File: src/rtl/pic_pkg.sv
package pic_pkg;

   localparam int VW          = 5;
   localparam int LVLW        = 3;
   localparam int CFG_W       = 16;
   localparam int CFG_EN_BIT  = 0;
   localparam int CFG_PRO_BIT = 1;
   localparam int CFG_SEL_LSB = 8;
   localparam int CFG_LVL_LSB = 13;
   localparam int VEC_LSB     = 11;
   localparam int ACK_BIT     = 0;
   localparam logic [VW-1:0] ERR_VEC = '0;

   typedef enum logic [1:0] {
      REG_CFG  = 2'd0,
      REG_MASK = 2'd1,
      REG_ISR  = 2'd2,
      REG_VEC  = 2'd3
   } pic_reg_e;

   typedef struct packed {
      logic [LVLW-1:0] lvl;
      logic [VW-1:0]   sel;
      logic            promo;
      logic            en;
   } pic_cfg_t;

   function automatic pic_cfg_t cfg_decode(input logic [CFG_W-1:0] raw);
      pic_cfg_t c;
      c.en    = raw[CFG_EN_BIT];
      c.promo = raw[CFG_PRO_BIT];
      c.sel   = raw[CFG_SEL_LSB +: VW];
      c.lvl   = raw[CFG_LVL_LSB +: LVLW];
      return c;
   endfunction

endpackage

File: src/rtl/pic_regs.sv
module pic_regs
   import pic_pkg::*;
#(
   parameter int NSRC = 32
) (
   input  logic              clk,
   input  logic              rst_n,
   input  logic              we,
   input  logic [1:0]        addr,
   input  logic [31:0]       wdata,
   output pic_cfg_t          cfg,
   output logic [CFG_W-1:0]  cfg_raw,
   output logic [NSRC-1:0]   mask,
   output logic              ack_stb,
   output logic [NSRC-1:0]   isr_clr
);

   pic_reg_e sel_reg;
   logic [CFG_W-1:0] cfg_q;
   logic [NSRC-1:0]  mask_q;

   assign sel_reg = pic_reg_e'(addr);

   always_ff @(posedge clk) begin
      if (!rst_n) begin
         cfg_q  <= '0;
         mask_q <= '0;
      end else if (we) begin
         if (sel_reg == REG_CFG)  cfg_q  <= wdata[CFG_W-1:0];
         if (sel_reg == REG_MASK) mask_q <= wdata[NSRC-1:0];
      end
   end

   assign cfg_raw = cfg_q;
   assign cfg     = cfg_decode(cfg_q);
   assign mask    = mask_q;
   assign ack_stb = we && (sel_reg == REG_VEC) && wdata[ACK_BIT];
   assign isr_clr = (we && (sel_reg == REG_ISR)) ? wdata[NSRC-1:0] : '0;

endmodule

File: src/rtl/pic_arbiter.sv
module pic_arbiter
   import pic_pkg::*;
#(
   parameter int NSRC = 32
) (
   input  logic [NSRC-1:0] pend,
   input  logic [NSRC-1:0] mask,
   input  logic [NSRC-1:0] isr,
   input  logic            promo,
   input  logic [VW-1:0]   sel,
   output logic            elig_any,
   output logic [VW-1:0]   win_idx
);

   localparam int RW = VW + 1;

   logic [RW-1:0]   rank [NSRC];
   logic [NSRC-1:0] elig;
   logic            has_isr;
   logic [RW-1:0]   ceil_rank;
   logic [RW-1:0]   best_rank;

   for (genvar v = 0; v < NSRC; v++) begin : g_rank
      assign rank[v] = (promo && (sel == VW'(v))) ? RW'(NSRC) : RW'(v);
      assign elig[v] = pend[v] & mask[v] & ~isr[v] &
                       (~has_isr | (rank[v] > ceil_rank));
   end

   // highest rank currently in service
   always_comb begin
      has_isr   = 1'b0;
      ceil_rank = '0;
      for (int v = 0; v < NSRC; v++) begin
         if (isr[v] && (!has_isr || rank[v] > ceil_rank)) begin
            has_isr   = 1'b1;
            ceil_rank = rank[v];
         end
      end
   end

   // highest-ranked eligible vector
   always_comb begin
      elig_any  = 1'b0;
      win_idx   = ERR_VEC;
      best_rank = '0;
      for (int v = 0; v < NSRC; v++) begin
         if (elig[v] && (!elig_any || rank[v] > best_rank)) begin
            elig_any  = 1'b1;
            win_idx   = VW'(v);
            best_rank = rank[v];
         end
      end
   end

endmodule

File: src/rtl/pic_state.sv
module pic_state
   import pic_pkg::*;
#(
   parameter int NSRC = 32
) (
   input  logic            clk,
   input  logic            rst_n,
   input  logic [NSRC-1:0] src,
   input  logic            ack_stb,
   input  logic            elig_any,
   input  logic [VW-1:0]   win_idx,
   input  logic [NSRC-1:0] isr_clr,
   output logic [NSRC-1:0] pend,
   output logic [NSRC-1:0] isr,
   output logic [VW-1:0]   vec
);

   logic [NSRC-1:0] ack_set;
   logic [NSRC-1:0] isr_q;
   logic [VW-1:0]   vec_q;

   assign ack_set = (ack_stb && elig_any) ? (NSRC'(1) << win_idx) : '0;

   for (genvar v = 0; v < NSRC; v++) begin : g_pend
      if (v == int'(ERR_VEC)) begin : g_rsv
         logic unused_src;
         assign unused_src = src[v];
         assign pend[v]    = 1'b0;
      end else begin : g_src
         logic pq;
         always_ff @(posedge clk) begin
            if (!rst_n) pq <= 1'b0;
            else        pq <= (pq & ~ack_set[v]) | src[v];
         end
         assign pend[v] = pq;
      end
   end

   always_ff @(posedge clk) begin
      if (!rst_n) begin
         isr_q <= '0;
         vec_q <= ERR_VEC;
      end else begin
         isr_q <= (isr_q & ~isr_clr) | ack_set;
         if (ack_stb) vec_q <= elig_any ? win_idx : ERR_VEC;
      end
   end

   assign isr = isr_q;
   assign vec = vec_q;

endmodule

File: src/rtl/periph_irq_ctrl.sv
module periph_irq_ctrl
   import pic_pkg::*;
#(
   parameter int NSRC = 32,
   parameter int NLVL = 8
) (
   input  logic            clk,
   input  logic            rst_n,
   input  logic [NSRC-1:0] src_evt,
   input  logic            reg_we,
   input  logic [1:0]      reg_addr,
   input  logic [31:0]     reg_wdata,
   output logic [31:0]     reg_rdata,
   output logic [NLVL-1:0] irq_out
);

   if (NSRC < 2 || NSRC > (1 << VW)) begin : g_bad_nsrc
      $error("NSRC must lie between 2 and 32");
   end
   if (NLVL < 1 || NLVL > (1 << LVLW)) begin : g_bad_nlvl
      $error("NLVL must lie between 1 and 8");
   end

   pic_cfg_t         cfg_q;
   logic [CFG_W-1:0] cfg_raw;
   logic [NSRC-1:0]  mask_q;
   logic [NSRC-1:0]  isr_clr;
   logic             ack_stb;
   logic [NSRC-1:0]  pend_q;
   logic [NSRC-1:0]  isr_q;
   logic [VW-1:0]    vec_q;
   logic             elig_any;
   logic [VW-1:0]    win_idx;
   logic             req;

   pic_regs #(.NSRC(NSRC)) u_regs (
      .clk     (clk),
      .rst_n   (rst_n),
      .we      (reg_we),
      .addr    (reg_addr),
      .wdata   (reg_wdata),
      .cfg     (cfg_q),
      .cfg_raw (cfg_raw),
      .mask    (mask_q),
      .ack_stb (ack_stb),
      .isr_clr (isr_clr)
   );

   pic_arbiter #(.NSRC(NSRC)) u_arb (
      .pend     (pend_q),
      .mask     (mask_q),
      .isr      (isr_q),
      .promo    (cfg_q.promo),
      .sel      (cfg_q.sel),
      .elig_any (elig_any),
      .win_idx  (win_idx)
   );

   pic_state #(.NSRC(NSRC)) u_state (
      .clk      (clk),
      .rst_n    (rst_n),
      .src      (src_evt),
      .ack_stb  (ack_stb),
      .elig_any (elig_any),
      .win_idx  (win_idx),
      .isr_clr  (isr_clr),
      .pend     (pend_q),
      .isr      (isr_q),
      .vec      (vec_q)
   );

   assign req = cfg_q.en && elig_any;

   for (genvar l = 0; l < NLVL; l++) begin : g_lvl
      assign irq_out[l] = req && (cfg_q.lvl == LVLW'(l));
   end

   always_comb begin
      unique case (pic_reg_e'(reg_addr))
         REG_CFG:  reg_rdata = 32'(cfg_raw);
         REG_MASK: reg_rdata = 32'(mask_q);
         REG_ISR:  reg_rdata = 32'(isr_q);
         REG_VEC:  reg_rdata = 32'({vec_q, {VEC_LSB{1'b0}}});
         default:  reg_rdata = '0;
      endcase
   end

endmodule

File: config.mk
export PLATFORM = sky130hd
export DESIGN_NAME = periph_irq_ctrl
export DESIGN_NICKNAME = d
export VERILOG_FILES = /design/src/rtl/pic_pkg.sv /design/src/rtl/pic_regs.sv /design/src/rtl/pic_arbiter.sv /design/src/rtl/pic_state.sv /design/src/rtl/periph_irq_ctrl.sv
export SDC_FILE = /design/constraint.sdc
export NUM_CORES = 1
export LEC_CHECK = 0
export ABC_AREA = 1
export BUFFER_PORTS_ARGS = -buffer_cell sky130_fd_sc_hd__clkbuf_2
export CAP_MARGIN = 20
export CORE_ASPECT_RATIO = 1.75
export CORE_MARGIN = 3
export CORE_UTILIZATION = 40
export CTS_CLUSTER_DIAMETER = 60
export DETAILED_ROUTE_END_ITERATION = 10
export PLACE_DENSITY_LB_ADDON = 0.12
export SYNTH_ARGS = -nofsm -noshare
export SYNTH_HDL_FRONTEND = slang
export SYNTH_SLANG_ARGS = --single-unit
File: constraint.sdc
create_clock -name clk -period 89.4 [get_ports clk]
set_input_delay 17.88 -clock clk [delete_from_list [all_inputs] [get_ports clk]]
set_output_delay 17.88 -clock clk [all_outputs]
set_load 0.01 [all_outputs]
* After elaboration in Yosys (flattened, before gate mapping) *
Index checks and enable logic that the tools add are counted.

word-level totals
  bits of input ports = 69
  bits in registers = 116
  output and inout port bits = 40

operators by class
  bitwise logic cells = 252
  $lt $le $gt $ge = 92
  shift-type cells = 1
  multiplexer cells = 192
  reduce and logical (&&, ||, !) cells = 233
  equality and inequality tests = 41

operator list
  operator                                                                number
  6-bit two-way mux                                                       94
  6-bit greater-than comparator                                           92
  32-bit one-hot mux with 4 select lines                                  1
  1-bit AND                                                               124
  1-bit logical AND                                                       106
  5-bit two-way mux                                                       17
  5-bit equality test (second input constant)                             16
  1-bit two-way mux                                                       64
  32-bit two-way mux                                                      2
  1-bit inverter                                                          63
  1-bit bitwise OR                                                        62
  1-bit logical NOT                                                       61
  1-bit logical OR                                                        61
  5-bit by 4-bit equality test with 1-bit output (second input constant)  8
  32-bit AND                                                              1
  4-bit two-way mux                                                       8
  32-bit inverter                                                         1
  32-bit bitwise OR                                                       1
  1-bit by 5-bit left shift with 32-bit output (first input constant)     1
  5-bit by 3-bit equality test with 1-bit output (second input constant)  4
  3-bit equality test (second input constant)                             4
  3-bit two-way mux                                                       4
  5-bit by 2-bit equality test with 1-bit output (second input constant)  2
  3-bit by 2-bit equality test with 1-bit output (second input constant)  2
  other kinds (9)                                                         12

* Logic depth before layout (Yosys ltp) *
  depth in word-level cells = 257
  mapped depth = 632
  mapped depth without buffers = 631

* Hierarchy *
From an unflattened synthesis, not the netlist that was laid out.

second synthesis, totals
  cells, all modules = 3043
  area total of the unflattened synthesis = 18388.9 um^2

by module, submodules not included
  module           cells an instance  times used  area an instance (um^2)
  pic_arbiter      2144               1           12605.8
  pic_state        380                1           2862.7
  pic_regs         374                1           2292.2
  periph_irq_ctrl  145                1           628.1

* Worst setup path after synthesis *
Ideal clock, no wire load.

  path kind = register -> register
  from = reg u_regs.cfg_q[11] (netlist: u_regs.cfg_raw[11])
  to = reg u_state.g_pend[5].g_src.pq
  cell stages (with the launch flop) = 592
  period minus slack after synthesis = 60094 ps
  buffers on the path = 1
  data required time = 89275 ps
  path slack = 29306 ps
  data arrival time = 59969 ps
  cells stage by stage = dfxtp_1 > inv_1 > nand2_1 > nor2_1 > inv_1 > nor2_1 > nor4_1 > ha_1 > inv_1 > nand2_1 > nand2_1 > nand2_1 > nand2_1 > nand2_1 > nand2_1 > nand2_1 > nand2_1 > nand2_1 > [... 556 more ...] > nand2_1 > o21ai_0 > inv_1 > ha_1 > nand2_1 > nor2_1 > a21oi_1 > a32o_1 > a21oi_1 > inv_1 > nand3_1 > inv_2 > nand2_4 > inv_6 > nor2_2 > nand3_1 > a21oi_1 > nor2_1

between the ends
  longest elaborated chain between the ends = 257
  elaborated cells on any way between the ends = 594
  classes of those cells = 92 x order compare; 31 x eq/ne; 1 x shift; 188 x mux; 66 x bitwise; 216 x reduce/logical

ends and longest elaborated chain
  what                                                                               RTL line           RTL
  start: declaration                                                                 pic_regs.sv:19     logic [CFG_W-1:0] cfg_q;
  start signal: assignment                                                           pic_regs.sv:29     if (sel_reg == REG_CFG) cfg_q <= wdata[CFG_W-1:0];
  5-bit logical NOT                                                                  pic_arbiter.sv:24  assign rank[v] = (promo && (sel == VW'(v))) ? RW'(NSRC) : RW'(v);
  1-bit logical AND                                                                  pic_arbiter.sv:24
  6-bit two-way mux                                                                  pic_arbiter.sv:24
  6-bit two-way mux                                                                  pic_arbiter.sv:34  if (isr[v] && (!has_isr || rank[v] > ceil_rank)) begin
  6-bit greater-than comparator                                                      pic_arbiter.sv:34
  1-bit logical OR                                                                   pic_arbiter.sv:34
  1-bit logical AND                                                                  pic_arbiter.sv:34
  6-bit two-way mux or 1-bit two-way mux (tied branches)                             pic_arbiter.sv:34
  [... 241 more ...]                                                                 -
  1-bit logical OR                                                                   pic_arbiter.sv:47  if (elig[v] && (!elig_any || rank[v] > best_rank)) begin
  1-bit logical AND                                                                  pic_arbiter.sv:47
  5-bit two-way mux or 1-bit two-way mux (tied branches)                             pic_arbiter.sv:47
  1-bit by 5-bit left shift with 32-bit output or 1-bit logical AND (tied branches)  pic_state.sv:22    assign ack_set = (ack_stb && elig_any) ? (NSRC'(1) << win_idx) : '0;
  32-bit two-way mux *                                                               pic_state.sv:22
  1-bit inverter *                                                                   pic_state.sv:33    else pq <= (pq & ~ack_set[v]) | src[v];
  1-bit AND *                                                                        pic_state.sv:33
  1-bit bitwise OR *                                                                 pic_state.sv:33
  end signal: assignment                                                             pic_state.sv:33
  end: declaration                                                                   pic_state.sv:30    logic pq;

Every way passes the cells marked *; elsewhere a longest branch is shown, timed or not.
A chain may end at the register's enable or synchronous reset.

* Final worst setup path *
  from = reg u_regs.cfg_q[8] (netlist: u_regs.cfg_raw[8])
  to = reg u_state.g_pend[5].g_src.pq

Same word-level chain as after synthesis.

==> results.md <==
* Clock transition at the registers of the reported paths at 0.07 ns
* FMAX at 0.0141 GHz
* Grt total ovfl at 0
* Worst IR Drop VDD at 0.0000119 V
* CTS tree: yes
* Post-Route WL at 60,200 um
* Setup WS post-layout at 18.52 ns
* Slowest library cell on the worst path: dfxtp_1
* DP Wirelength at 49,800 um
* Post-layout util at 0.446
* Critical path endpoint: u_state.g_pend[5].g_src.pq$_SDFF_PN0_
* P&R area growth vs syn at 9.83%
* Clk sinks at 116
* Register area at 2320 um2
* Row Count at 100
* Max Cap Viol at 0
* Asr flop ratio synth at 0
* RePlAce Congestion at 0.903
* Design area at 19,100 um2
* Top-count cell post-synth: nand2_1
* Leak at 9.78 nW
* Mapped Avg Cell Area at 6.29 um2
* Fraction of power consumed by combinational cells at 0.391
* R2r worst-path depth at 582
* Hold WC Path Type: flip-flop to flip-flop
* Gr usage total at 0.253
* R2r setup slk at 18.52 ns
* M3 GR Usage at 0.0154
* Placed Instances at 3,407
* Number of library cell types mapped by synthesis at 63
* CP most frequent cell: nand2_1
* Post-Layout Cell Count at 3,441
* Die Wd at 164 um
* Crit share post-route at 0.793
* Clock Root Buffer: clkbuf_16
* Setup crit end kind: flip-flop
* Yosys warnings at 0
* Clk_lat worst skew at 0.42 ns
* DR WL/cell at 17.5 um
* Syn Inst Count at 2,761
* FILL cells at 4,696
* RR Endpoint: u_state.g_pend[5].g_src.pq$_SDFF_PN0_
* Crit path kind: flip-flop to flip-flop
* Vias per std cell at 5.40
* Number of enable flip-flop cells after synthesis at 0
* Placement Cell Area at 18,500 um2
* NetSw at 78.9 uW
* Worst Skew at 0.0149 ns
* P_int at 121 uW
* Switch share at 0.395
* # resized after CTS at 0
* Area share of the largest cell type after synthesis at 0.230
* DRT iter0 DRCs at 964
* Worst r2r src: u_regs.cfg_raw[8]$_SDFFE_PN0P_
* Final Hold Violating Endpoints at 0
* Dominant cells by area after synthesis: ha_1 23%, nand2_1 14%, dfxtp_1 13%
* Fin crit period at 70.88 ns
* Cts bufs inserted at 17
* Hold Buf Count CTS at 0
* # DRC at 0
* Worst EP required at 89.69 ns
* DR pass1 iterations at 7
* Bufs on Longest Clock Path at 2
* Global-route met2 utilization at 0.499
* Fin Hold WS at 0.462 ns
* Register bit total from synthesis at 116
* Setup Buffers After CTS at 0
* Synth top cells by count: 649 x nand2_1, 391 x inv_1, 319 x ha_1, 271 x a21oi_1, 225 x nor2_1
* Global-route wire length before repair at 92,600 um
* Via count at 18,600
* Clock power frac at 0.331
* Remaining antenna violation count at 0
* Top FF cell, synth: dfxtp_1
* Sequential share of the synthesized area at 0.134
* Largest net degree at the start of global routing at 61
* Met1 Track Usage GR at 0.260
* Mapped Area at 17,400 um2
* Fraction of layout cells with a size suffix above 1 at 0.136
* H-tree levels at 4
* Io pins at 109
* Core area at 42,800 um2
* Status: completed
* Number of antenna violations at the first check in global routing at 0
* Slew Limit Fails at 0
* CP startpoint: u_regs.cfg_raw[8]$_SDFFE_PN0P_
* WP data arrival at 71.16 ns
* # diodes at 0
* Post-route setup TNS at 0 ns
* Vias in the first global route at 18,100
* Nets at 3,255
* P per Cell Area at 10.5 nW/um2
* Most Crowded Layer GR: met2
* Sequential power share at 0.278
* Hold Path Depth at 2
* Tot Pwr at 200 uW
* RSZ-0062 raised after global routing: false
* Chip height at 282 um
* IO buf count at 107
* Initial Util at 0.406
* CP startpoint kind: flip-flop
* Net count of the mapped netlist at 3,149
* Setup violations, final at 0
* Slew Limit Headroom at 0.393
* Area occupied by multi-input gates at 13,100 um2
* Leading area contributor after synthesis: ha_1
* Largest stage delay on the critical path at 0.50 ns
* Area of the die at 46,100 um2
* Pre-CTS WS at 19.04 ns
* Worst Tran Pin Value at 0.903 ns
* Largest fanout on the critical path at 12
final cells by class:
class                      instances  share of cell area
tap                              561              0.0368
multi-input combinational       2169               0.688
timing repair buffer             129              0.0381
sequential                       116               0.122
inverter                         434              0.0863
clock inverter                    14             0.00662
clock buffer                      18              0.0230
state kept, by name (all words and copies together) (netlist names):
| name | cells |
|---|---|
| u_regs.mask | 32 |
| u_state.isr | 32 |
| u_state.g_pend.g_src.pq | 31 |
| u_regs.cfg_raw | 16 |
| u_state.vec | 5 |
cells by family (layout without fill, tap and decap cells):
family | count (synthesis) | count (layout) | share of synthesized area
compound gates | 551 | 551 | 0.183
simple gates | 1299 | 1299 | 0.342
fa+ha+maj | 319 | 319 | 0.230
buf+inv | 476 | 595 | 0.112
flops | 116 | 116 | 0.134
worst min-delay path by stage:
stage,to,startpoint
after floorplan,u_state.g_pend[27].g_src.pq$_SDFF_PN0_,u_state.g_pend[27].g_src.pq$_SDFF_PN0_
after global placement,u_state.g_pend[7].g_src.pq$_SDFF_PN0_,u_state.g_pend[7].g_src.pq$_SDFF_PN0_
after detailed placement,u_state.g_pend[7].g_src.pq$_SDFF_PN0_,u_state.g_pend[7].g_src.pq$_SDFF_PN0_
after CTS,u_state.g_pend[26].g_src.pq$_SDFF_PN0_,u_state.g_pend[26].g_src.pq$_SDFF_PN0_
after global routing,u_state.g_pend[7].g_src.pq$_SDFF_PN0_,u_state.g_pend[7].g_src.pq$_SDFF_PN0_
final,u_state.g_pend[3].g_src.pq$_SDFF_PN0_,u_state.g_pend[3].g_src.pq$_SDFF_PN0_
layer usage:
metal  vias to the layer above  part of all wire
li1                       9419                 -
met1                      8664              0.37
met4                         0             0.067
met2                       384              0.54
met3                       130             0.026
met5                         -                 0
critical path, delay by kind of cell, from the launching register on:
family | cells | cell delay [ns]
buf+inv | 88 | 6.79
simple gates | 347 | 31.43
compound gates | 91 | 15.42
fa+ha+maj | 56 | 16.48
flops | 1 | 0.50
power groups by stage:
stage | sequential [mW] | clock (mW) | combinational, mW
after floorplan | 0.0560 | 0 | 0.0588
after global placement | 0.0565 | 0 | 0.0751
after detailed placement | 0.0565 | 0 | 0.0774
after CTS | 0.0554 | 0.0661 | 0.0778
after global routing | 0.0556 | 0.0688 | 0.0882
final | 0.0554 | 0.0660 | 0.0781
placed cells by master (no fill, tap or decap), types with 6 or more instances in the layout:
master	Yosys	routed
dfxtp_1	116	116
a21oi_2	8	8
o22ai_1	27	27
clkinv_1	6	6
clkbuf_16	0	17
nand4_2	8	8
o21bai_1	16	16
inv_1	391	391
o21a_1	6	6
nor3_1	9	9
a21o_1	11	11
nand3_1	179	179
a21oi_1	271	271
nand2_2	100	101
o221ai_1	9	9
a211oi_1	14	14
o211ai_1	7	7
nor2_1	225	224
a31oi_1	10	10
nand3_2	13	13
or2_2	20	20
nand4_1	49	49
inv_2	31	31
a21boi_0	7	7
o21ai_0	118	118
inv_6	2	7
nand2_4	18	18
clkbuf_2	0	107
nor2_2	7	8
ha_1	319	319
buf_4	2	20
o32ai_1	9	9
o21ai_1	6	6
nand2_1	649	648
(Power assumes the default switching activity.)
